**src/rtl/misr_pkg.sv**
```systemverilog
package misr_pkg;
    localparam int SIG_W   = 32;
    localparam int CNT_W   = 8;
    localparam int BIT_EN  = 8;
    localparam int BIT_DONE = 9;
    localparam int BIT_CLR = 10;
    localparam int BIT_FREE = 31;

    typedef enum logic [1:0] {
        ST_IDLE = 2'd0,
        ST_ARM  = 2'd1,
        ST_RUN  = 2'd2,
        ST_HOLD = 2'd3
    } win_state_t;

    typedef struct packed {
        logic             free_run;
        logic             enable;
        logic [CNT_W-1:0] frames;
    } misr_cfg_t;

    // one shift of x^32+x^22+x^2+x+1 with the input word folded in
    function automatic logic [SIG_W-1:0] misr_step(input logic [SIG_W-1:0] acc,
                                                   input logic [SIG_W-1:0] word);
        logic fb;
        fb = acc[31] ^ acc[21] ^ acc[1] ^ acc[0];
        return {acc[SIG_W-2:0], fb} ^ word;
    endfunction
endpackage

```
**src/rtl/misr_regs.sv**
```systemverilog
module misr_regs
    import misr_pkg::*;
#(
    parameter int              ADDR_W   = 12,
    parameter logic [ADDR_W-1:0] CTRL_OFS = 12'h180,
    parameter logic [ADDR_W-1:0] SIG_OFS  = 12'h184
) (
    input  logic              clk,
    input  logic              rst_n,
    input  logic              reg_we,
    input  logic [ADDR_W-1:0] reg_addr,
    input  logic [SIG_W-1:0]  reg_wdata,
    input  logic              status,
    input  logic [SIG_W-1:0]  signature,
    output misr_cfg_t         cfg,
    output misr_cfg_t         wr_cfg,
    output logic              cfg_wr,
    output logic              clr,
    output logic [SIG_W-1:0]  reg_rdata
);
    logic hit_ctrl;

    always_comb begin
        hit_ctrl        = (reg_addr == CTRL_OFS);
        cfg_wr          = reg_we && hit_ctrl;
        clr             = cfg_wr && reg_wdata[BIT_CLR];
        wr_cfg.frames   = reg_wdata[CNT_W-1:0];
        wr_cfg.enable   = reg_wdata[BIT_EN];
        wr_cfg.free_run = reg_wdata[BIT_FREE];
    end

    always_ff @(posedge clk or negedge rst_n) begin
        if (!rst_n) begin
            cfg <= '0;
        end else if (cfg_wr) begin
            cfg <= wr_cfg;
        end
    end

    always_comb begin
        reg_rdata = '0;
        if (hit_ctrl) begin
            reg_rdata[CNT_W-1:0] = cfg.frames;
            reg_rdata[BIT_EN]    = cfg.enable;
            reg_rdata[BIT_DONE]  = status;
            reg_rdata[BIT_FREE]  = cfg.free_run;
        end else if (reg_addr == SIG_OFS) begin
            reg_rdata = signature;
        end
    end

    AST_WRITE_LANDS: assert property (@(posedge clk) disable iff (!rst_n)
        cfg_wr |=> (cfg == $past(wr_cfg)));
endmodule

```
**src/rtl/misr_accum.sv**
```systemverilog
module misr_accum
    import misr_pkg::*;
(
    input  logic             clk,
    input  logic             rst_n,
    input  logic             acc_init,
    input  logic             acc_run,
    input  logic             pix_valid,
    input  logic [SIG_W-1:0] pix_data,
    output logic [SIG_W-1:0] acc_nxt
);
    logic [SIG_W-1:0] acc_q;
    logic [SIG_W-1:0] base;

    always_comb begin
        base    = acc_init ? '0 : acc_q;
        acc_nxt = pix_valid ? misr_step(base, pix_data) : base;
    end

    always_ff @(posedge clk or negedge rst_n) begin
        if (!rst_n) begin
            acc_q <= '0;
        end else if (acc_init || acc_run) begin
            acc_q <= acc_nxt;
        end
    end

    AST_SEED_ZERO: assert property (@(posedge clk) disable iff (!rst_n)
        (acc_init && !pix_valid) |=> (acc_q == '0));
    AST_IDLE_HOLDS_ACC: assert property (@(posedge clk) disable iff (!rst_n)
        (!acc_init && !acc_run) |=> $stable(acc_q));
endmodule

```
**src/rtl/misr_window_fsm.sv**
```systemverilog
module misr_window_fsm
    import misr_pkg::*;
(
    input  logic             clk,
    input  logic             rst_n,
    input  misr_cfg_t        cfg,
    input  misr_cfg_t        wr_cfg,
    input  logic             cfg_wr,
    input  logic             clr,
    input  logic             frame_start,
    input  logic             frame_end,
    input  logic [SIG_W-1:0] acc_nxt,
    output logic             acc_init,
    output logic             acc_run,
    output logic [SIG_W-1:0] signature,
    output logic             status
);
    win_state_t       state_q, state_d;
    logic [CNT_W-1:0] cnt_q;
    logic [CNT_W:0]   tgt;
    logic [CNT_W:0]   cnt_inc;
    logic             last;
    logic             win_end;

    always_comb begin
        tgt     = (cfg.frames == '0) ? (CNT_W+1)'(1) : {1'b0, cfg.frames};
        cnt_inc = {1'b0, cnt_q} + (CNT_W+1)'(1);
        last    = (cnt_inc == tgt);
    end

    always_ff @(posedge clk or negedge rst_n) begin
        if (!rst_n) state_q <= ST_IDLE;
        else        state_q <= state_d;
    end

    always_comb begin
        state_d  = state_q;
        acc_init = 1'b0;
        acc_run  = 1'b0;
        win_end  = 1'b0;
        unique case (state_q)
            ST_IDLE: ;
            ST_ARM: begin
                if (frame_start) begin
                    acc_init = 1'b1;
                    state_d  = ST_RUN;
                end
            end
            ST_RUN: begin
                acc_run = 1'b1;
                if (frame_end && last) begin
                    win_end = 1'b1;
                    state_d = cfg.free_run ? ST_ARM : ST_HOLD;
                end
            end
            ST_HOLD: ;
            default: state_d = ST_IDLE;
        endcase
        if (cfg_wr) begin
            state_d  = wr_cfg.enable ? ST_ARM : ST_IDLE;
            acc_init = 1'b0;
            acc_run  = 1'b0;
            win_end  = 1'b0;
        end
    end

    always_ff @(posedge clk or negedge rst_n) begin
        if (!rst_n) begin
            cnt_q <= '0;
        end else if (acc_init) begin
            cnt_q <= '0;
        end else if (acc_run && frame_end) begin
            cnt_q <= cnt_inc[CNT_W-1:0];
        end
    end

    always_ff @(posedge clk or negedge rst_n) begin
        if (!rst_n) begin
            signature <= '0;
            status    <= 1'b0;
        end else if (clr) begin
            signature <= '0;
            status    <= 1'b0;
        end else if (win_end) begin
            signature <= acc_nxt;
            status    <= 1'b1;
        end
    end

    AST_CNT_BELOW_TARGET: assert property (@(posedge clk) disable iff (!rst_n)
        (state_q == ST_RUN) |-> ({1'b0, cnt_q} < tgt));
    AST_STATUS_FROM_WINDOW: assert property (@(posedge clk) disable iff (!rst_n)
        $rose(status) |-> $past(state_q == ST_RUN && frame_end));
    AST_CLEAR_EMPTIES: assert property (@(posedge clk) disable iff (!rst_n)
        clr |=> (!status && signature == '0));
    AST_OFF_MEANS_IDLE: assert property (@(posedge clk) disable iff (!rst_n)
        !cfg.enable |-> (state_q == ST_IDLE));
    AST_HOLD_FROZEN: assert property (@(posedge clk) disable iff (!rst_n)
        (state_q == ST_HOLD && !cfg_wr) |=> $stable(signature));
endmodule

```
**src/rtl/display_misr_unit.sv**
```systemverilog
module display_misr_unit
    import misr_pkg::*;
#(
    parameter int                ADDR_W   = 12,
    parameter logic [ADDR_W-1:0] CTRL_OFS = 12'h180,
    parameter logic [ADDR_W-1:0] SIG_OFS  = 12'h184
) (
    input  logic              clk,
    input  logic              rst_n,
    input  logic              reg_we,
    input  logic [ADDR_W-1:0] reg_addr,
    input  logic [31:0]       reg_wdata,
    output logic [31:0]       reg_rdata,
    input  logic              pix_valid,
    input  logic [31:0]       pix_data,
    input  logic              frame_start,
    input  logic              frame_end
);
    misr_cfg_t        cfg, wr_cfg;
    logic             cfg_wr, clr;
    logic             status;
    logic [SIG_W-1:0] signature;
    logic [SIG_W-1:0] acc_nxt;
    logic             acc_init, acc_run;

    misr_regs #(
        .ADDR_W  (ADDR_W),
        .CTRL_OFS(CTRL_OFS),
        .SIG_OFS (SIG_OFS)
    ) u_regs (
        .clk      (clk),
        .rst_n    (rst_n),
        .reg_we   (reg_we),
        .reg_addr (reg_addr),
        .reg_wdata(reg_wdata),
        .status   (status),
        .signature(signature),
        .cfg      (cfg),
        .wr_cfg   (wr_cfg),
        .cfg_wr   (cfg_wr),
        .clr      (clr),
        .reg_rdata(reg_rdata)
    );

    misr_window_fsm u_fsm (
        .clk        (clk),
        .rst_n      (rst_n),
        .cfg        (cfg),
        .wr_cfg     (wr_cfg),
        .cfg_wr     (cfg_wr),
        .clr        (clr),
        .frame_start(frame_start),
        .frame_end  (frame_end),
        .acc_nxt    (acc_nxt),
        .acc_init   (acc_init),
        .acc_run    (acc_run),
        .signature  (signature),
        .status     (status)
    );

    misr_accum u_accum (
        .clk      (clk),
        .rst_n    (rst_n),
        .acc_init (acc_init),
        .acc_run  (acc_run),
        .pix_valid(pix_valid),
        .pix_data (pix_data),
        .acc_nxt  (acc_nxt)
    );
endmodule

```
**config.mk**
```make
export PLATFORM = sky130hd
export DESIGN_NAME = display_misr_unit
export DESIGN_NICKNAME = d
export VERILOG_FILES = /design/src/rtl/misr_pkg.sv /design/src/rtl/misr_regs.sv /design/src/rtl/misr_accum.sv /design/src/rtl/misr_window_fsm.sv /design/src/rtl/display_misr_unit.sv
export SDC_FILE = /design/constraint.sdc
export NUM_CORES = 1
export LEC_CHECK = 0
export ABC_AREA = 1
export ABC_CLOCK_PERIOD_IN_PS = 5300
export BUFFER_PORTS_ARGS = -buffer_cell sky130_fd_sc_hd__buf_2
export CORE_ASPECT_RATIO = 1.75
export CORE_MARGIN = 2
export CORE_UTILIZATION = 59
export DETAILED_ROUTE_END_ITERATION = 8
export PLACE_DENSITY = 0.95
export SLEW_MARGIN = 20
export SYNTH_ARGS = -nofsm -noshare
export SYNTH_HDL_FRONTEND = slang
export SYNTH_SLANG_ARGS = --single-unit
```
**constraint.sdc**
```tcl
create_clock -name clk -period 5.3 [get_ports clk]
set_clock_uncertainty 0.2 [all_clocks]
set_input_delay 0.265 -clock clk [delete_from_list [all_inputs] [get_ports clk]]
set_output_delay 0.265 -clock clk [all_outputs]
set_load 0.02 [all_outputs]
```
# After elaboration in Yosys (flattened, before gate mapping)
# Index checks and enable logic that the tools add are counted.
# totals
reg_bits	85
inputBits	82
out_inout_bits	32
wordCells	57
# classes
addsub	1
n_eq_ne	7
mux	27
n_bitwise	4
n_reduce_logical	10
# op_table
op	n
$mux W32	5
$xor A32 B32 Y32	1
$eq A12 B9 Y1 const B	2
$mux W8	3
$mux W21	1
$mux W1	12
$mux W10	1
$add A8 B1 Y9 const B	1
$eq A9 B9 Y1	1
$logic_not A8 Y1	1
$mux W2	4
$logic_and A1 B1 Y1	4
$pmux W2 S2	1
$reduce_bool A2 Y1	2
$ne A3 B2 Y1 const B	1
$ne A3 B3 Y1 const B	1
$reduce_and A3 Y1	1
$reduce_bool A3 Y1	1
$xor A1 B1 Y1	3
$eq A2 B1 Y1 const B	1
$eq A2 B2 Y1 const B	1
$logic_or A1 B1 Y1	1

# Longest topological paths before layout
# depth
ltp_word	11
mapped_depth	16
ltp_nobuf	16

# Cells and area by module
# A second synthesis with hierarchy kept.
# hier_totals
cells_unflattened	790
hier_area_um2	5464.0
# modules_own_cells
mod	n_inst	cells_per_inst	area_per_inst_um2	seq_area_each_um2
misr_window_fsm	1	342	2381.0	1076.0
misr_accum	1	287	2088.3	800.8
misr_regs	1	161	994.7	250.2

# Worst setup path before layout
# No wires, ideal clock.
# synth_timing
path_type	register to register
startpoint	register u_fsm.cnt_q[0]
endpoint	register u_fsm.signature[0]
arrival_ns	1.743
required_ns	4.983
path_slack_ns	3.241
path_stages_with_launch	15
n_path_buf	1
path_cell_list	dfrtp_1 > ha_1 > nand2_1 > inv_1 > nor2_1 > inv_1 > nand2_1 > nand2_1 > nor3_1 > nand3b_1 > nor2_1 > nand3_2 > buf_2 > nand3_1 > nand2_1
# synth_via
elab_chain_cells	7
# synth_lines
element	line	source
start: declaration	misr_window_fsm.sv:19	logic [CNT_W-1:0] cnt_q;
start signal: assignment	misr_window_fsm.sv:73	cnt_q <= cnt_inc[CNT_W-1:0];
$add A8 B1 Y9	misr_window_fsm.sv:27	cnt_inc = {1'b0, cnt_q} + (CNT_W+1)'(1);
$eq A9 B9 Y1	misr_window_fsm.sv:28	last = (cnt_inc == tgt);
$logic_and A1 B1 Y1	misr_window_fsm.sv:51	if (frame_end && last) begin
$mux W1	misr_window_fsm.sv:51	
$mux W1	misr_window_fsm.sv:41	unique case (state_q)
$mux W1	misr_window_fsm.sv:59	if (cfg_wr) begin
$reduce_bool A2 Y1 (no line)	--	
end signal: assignment	misr_window_fsm.sv:85	signature <= acc_nxt;
end: declaration	misr_window_fsm.sv:15	output logic [SIG_W-1:0] signature,
# Every way passes these cells.
# A chain may end at the register's enable or synchronous reset.

# Worst setup path in the final report
# layout_timing
startpoint	register u_fsm.cnt_q[0]
endpoint	register u_fsm.signature[5]
# The elaborated chain is that of the path after synthesis.

==> impl_metrics.py <==
metrics = {
    "yosys": {
        "ys.flop_type": "dfrtp_1",
        "synth_nets": 773,
        "ys_seq_elements": 85,
        "syn-instance-count": 688,
        "avgSynthCellArea_sq_um": 7.09,
        "synth_area_sq_um": 4880,
        "synth_edf_count": 0,
        "ys_seq_area_frac": 0.436,
        "yosys_warnings": 0,
        "async_reset_ff_frac": 1.00,
        "synth_cell_types": 29,
    },
    "final_layout": {
        "mostFrequentLayoutCell": "nand2_1",
        "final_cell_mix": "nand2_1, inv_1, buf_2, dfrtp_1, nor2_1",
        "area_growth_pct": 17.6,
        "final_area_sq_um": 5740,
        "drive_above_1_share": 0.154,
        "antennaDiodeCount": 0,
        "final_nets": 859,
    },
    "min_path": {
        "hold_class": "in -> reg",
    },
    "run": {
        "max_cap_viol_count": 0,
    },
    "clocking": {
        "post_cts_buffers": 0,
        "hold_buffers": 11,
        "cts_buffers": 9,
        "cts_tree": "done",
        "h-tree-depth": 3,
        "cts.repair.resized": 0,
        "cts_sinks": 85,
        "ctsLongestPathBuffers": 2,
        "path_clk_slew_ps": 60,
        "cts_root_buf": "clkbuf_16",
        "clk_latency_ps": 350,
    },
    "status": {
        "run_status": "finished, final reports clean",
    },
    "timing": {
        "hold_viol": 0,
        "report.final.slew_viol_count": 0,
        "worst_slew_pin_slew_ps": 862,
        "setup_slack_ps": 1900,
        "period_needed_ps": 3400,
        "tns_ps": 0,
        "period_share": 0.642,
        "rsz0062_at_grt": "no",
        "setup_viol": 0,
        "max_freq_mhz": 294,
        "slew_headroom": 0.425,
    },
    "detailed_routing": {
        "wl_per_cell_um": 15.0,
        "vias": 4879,
        "first_pass_iters": 6,
        "wl_um": 13100,
        "drcViolationCount": 0,
        "viasPerCell": 5.61,
        "routed.top_layer": "met4",
        "route.layer.met1.wl_um": 4790,
        "postRouteAntennaNets": 0,
        "drt-initial-drc-count": 415,
        "dr_wl_met2_um": 6780,
        "met3_length_um": 937,
    },
    "grt": {
        "grt_overflow": 0,
        "grt_pass1_vias": 4742,
        "grt_pass1_wl_um": 21600,
        "gr-usage-all-layers": 0.304,
        "antenna_found_initial": 0,
        "grt_max_degree": 86,
    },
    "die": {
        "core.rowCount": 43,
        "coreArea_sq_um": 7960,
        "fp.dieW_um": 72.8,
        "die_height_um": 124,
        "io-pin-count": 114,
        "dieArea_sq_um": 9040,
        "start_util": 0.613,
    },
    "setup_path": {
        "end_kind": "flop",
        "crit_path_start_kind": "flop",
        "crit_fanout": 34,
        "cp.required_ps": 5380,
        "crit_type": "reg -> reg",
        "worstPathArrival_ps": 3480,
    },
    "placement": {
        "dpl.hpwl_um": 8800,
        "dp_slack_ps": 1900,
        "place_area_sq_um": 5310,
        "place.gp.congestion": 0.888,
        "port-buffer-count": 92,
    },
    "pwr": {
        "powerDensity_nw_per_um2": 421,
        "max-vdd-ir-drop_uv": 243,
        "p_leak_uw": 0.00302,
    },
}
## final cells by class
class                           instances  area (sq um)
Tap cell                               90           113
Fill cell                             593          2220
Multi-Input combinational cell        471          2210
Sequential cell                        85          2130
Timing Repair Buffer                  105           592
Clock buffer                           12           236
Inverter                              102           383
Clock inverter                          4          72.6
## cell families (layout without fill, tap and decap cells)
kind of cell / after synthesis / after routing / share of synthesized area
AO/OA/AOI/OAI: 93 / 93 / 0.101
AND/OR/NAND/NOR: 344 / 344 / 0.289
flip-flops: 85 / 85 / 0.436
buffers and inverters: 132 / 223 / 0.111
adder cells (fa/ha/maj): 3 / 3 / 0.00769
XOR/XNOR: 31 / 31 / 0.0556
## per-layer routing
layer  vias to the layer above  global-route usage
met2                       251               0.513
met1                      2261               0.356
met3                        61              0.0607
met4                         0               0.151
met5                         -                   0
li1                       2306                   -
## final timing paths
check / start / endpoint / slack, ps / depth (start not counted)
max: u_fsm.cnt_q[0] / u_fsm.signature[5] / 1900 / 14
min: reg_we / u_fsm.state_q[1] / 10 / 4
max reg2reg: u_fsm.cnt_q[0] / u_fsm.signature[5] / 1900 / 14
min reg2reg: u_accum.acc_q[19] / u_accum.acc_q[19] / 280 / 2
max in group asynchronous: rst_n / u_accum.acc_q[15] / 4020 / 2
min in group asynchronous: rst_n / u_regs.cfg[8] / 320 / 2
## report_power, final
| group | internal [uW] | total [uW] | switching [uW] |
|---|---|---|---|
| Sequential | 799 | 871 | 71.4 |
| Combinational | 304 | 880 | 576 |
| Clock | 412 | 666 | 254 |
| Total | 1520 | 2420 | 901 |
## sequential cells by signal, summed over array words and instances (netlist names)
| register | count |
|---|---|
| u_accum.acc_q | 32 |
| u_fsm.signature | 32 |
| u_regs.cfg | 10 |
| u_fsm.cnt_q | 8 |
| u_fsm.state_q | 2 |
| u_fsm.status | 1 |
## cell usage after synthesis, types with 2 or more instances
cell type / instances / area (sq um)
a21oi_1: 2 / 10.0
buf_1: 3 / 11.3
buf_2: 7 / 35.0
buf_6: 5 / 56.3
clkbuf_1: 15 / 56.3
dfrtp_1: 85 / 2130
ha_1: 3 / 37.5
inv_1: 97 / 364
inv_2: 4 / 15.0
nand2_1: 206 / 773
nand3_1: 53 / 265
nand4_1: 2 / 12.5
nor2_1: 69 / 259
nor2_2: 3 / 18.8
nor3_1: 4 / 20.0
nor3_2: 2 / 20.0
o21ai_0: 50 / 250
o21ai_1: 21 / 105
o22ai_1: 18 / 113
xnor2_1: 23 / 201
xor2_1: 8 / 70.1
## critical path: stages, from the launching register on
cell      delay, ps
dfrtp_1         430
ha_1            240
nand2_1         110
inv_1            80
nor2_1          120
inv_1            80
nand2_1          80
nand2_1          50
nor3_1          120
nand3b_1         90
nor2_1          120
nand3_2         600
inv_2           750
nand2_1         140
nand2_1          90
## through the flow
step	total power, uW	hold WS, ps	cells	util
after floorplan	1520	-231	688	-
after global placement	1670	264	842	0.667
after detailed placement	1720	272	842	0.667
after CTS	2400	5.98	869	0.720
after global routing	2580	34.9	869	0.721
final	2420	14.3	869	0.721
Note: power is estimated with default switching activity, not from simulation.
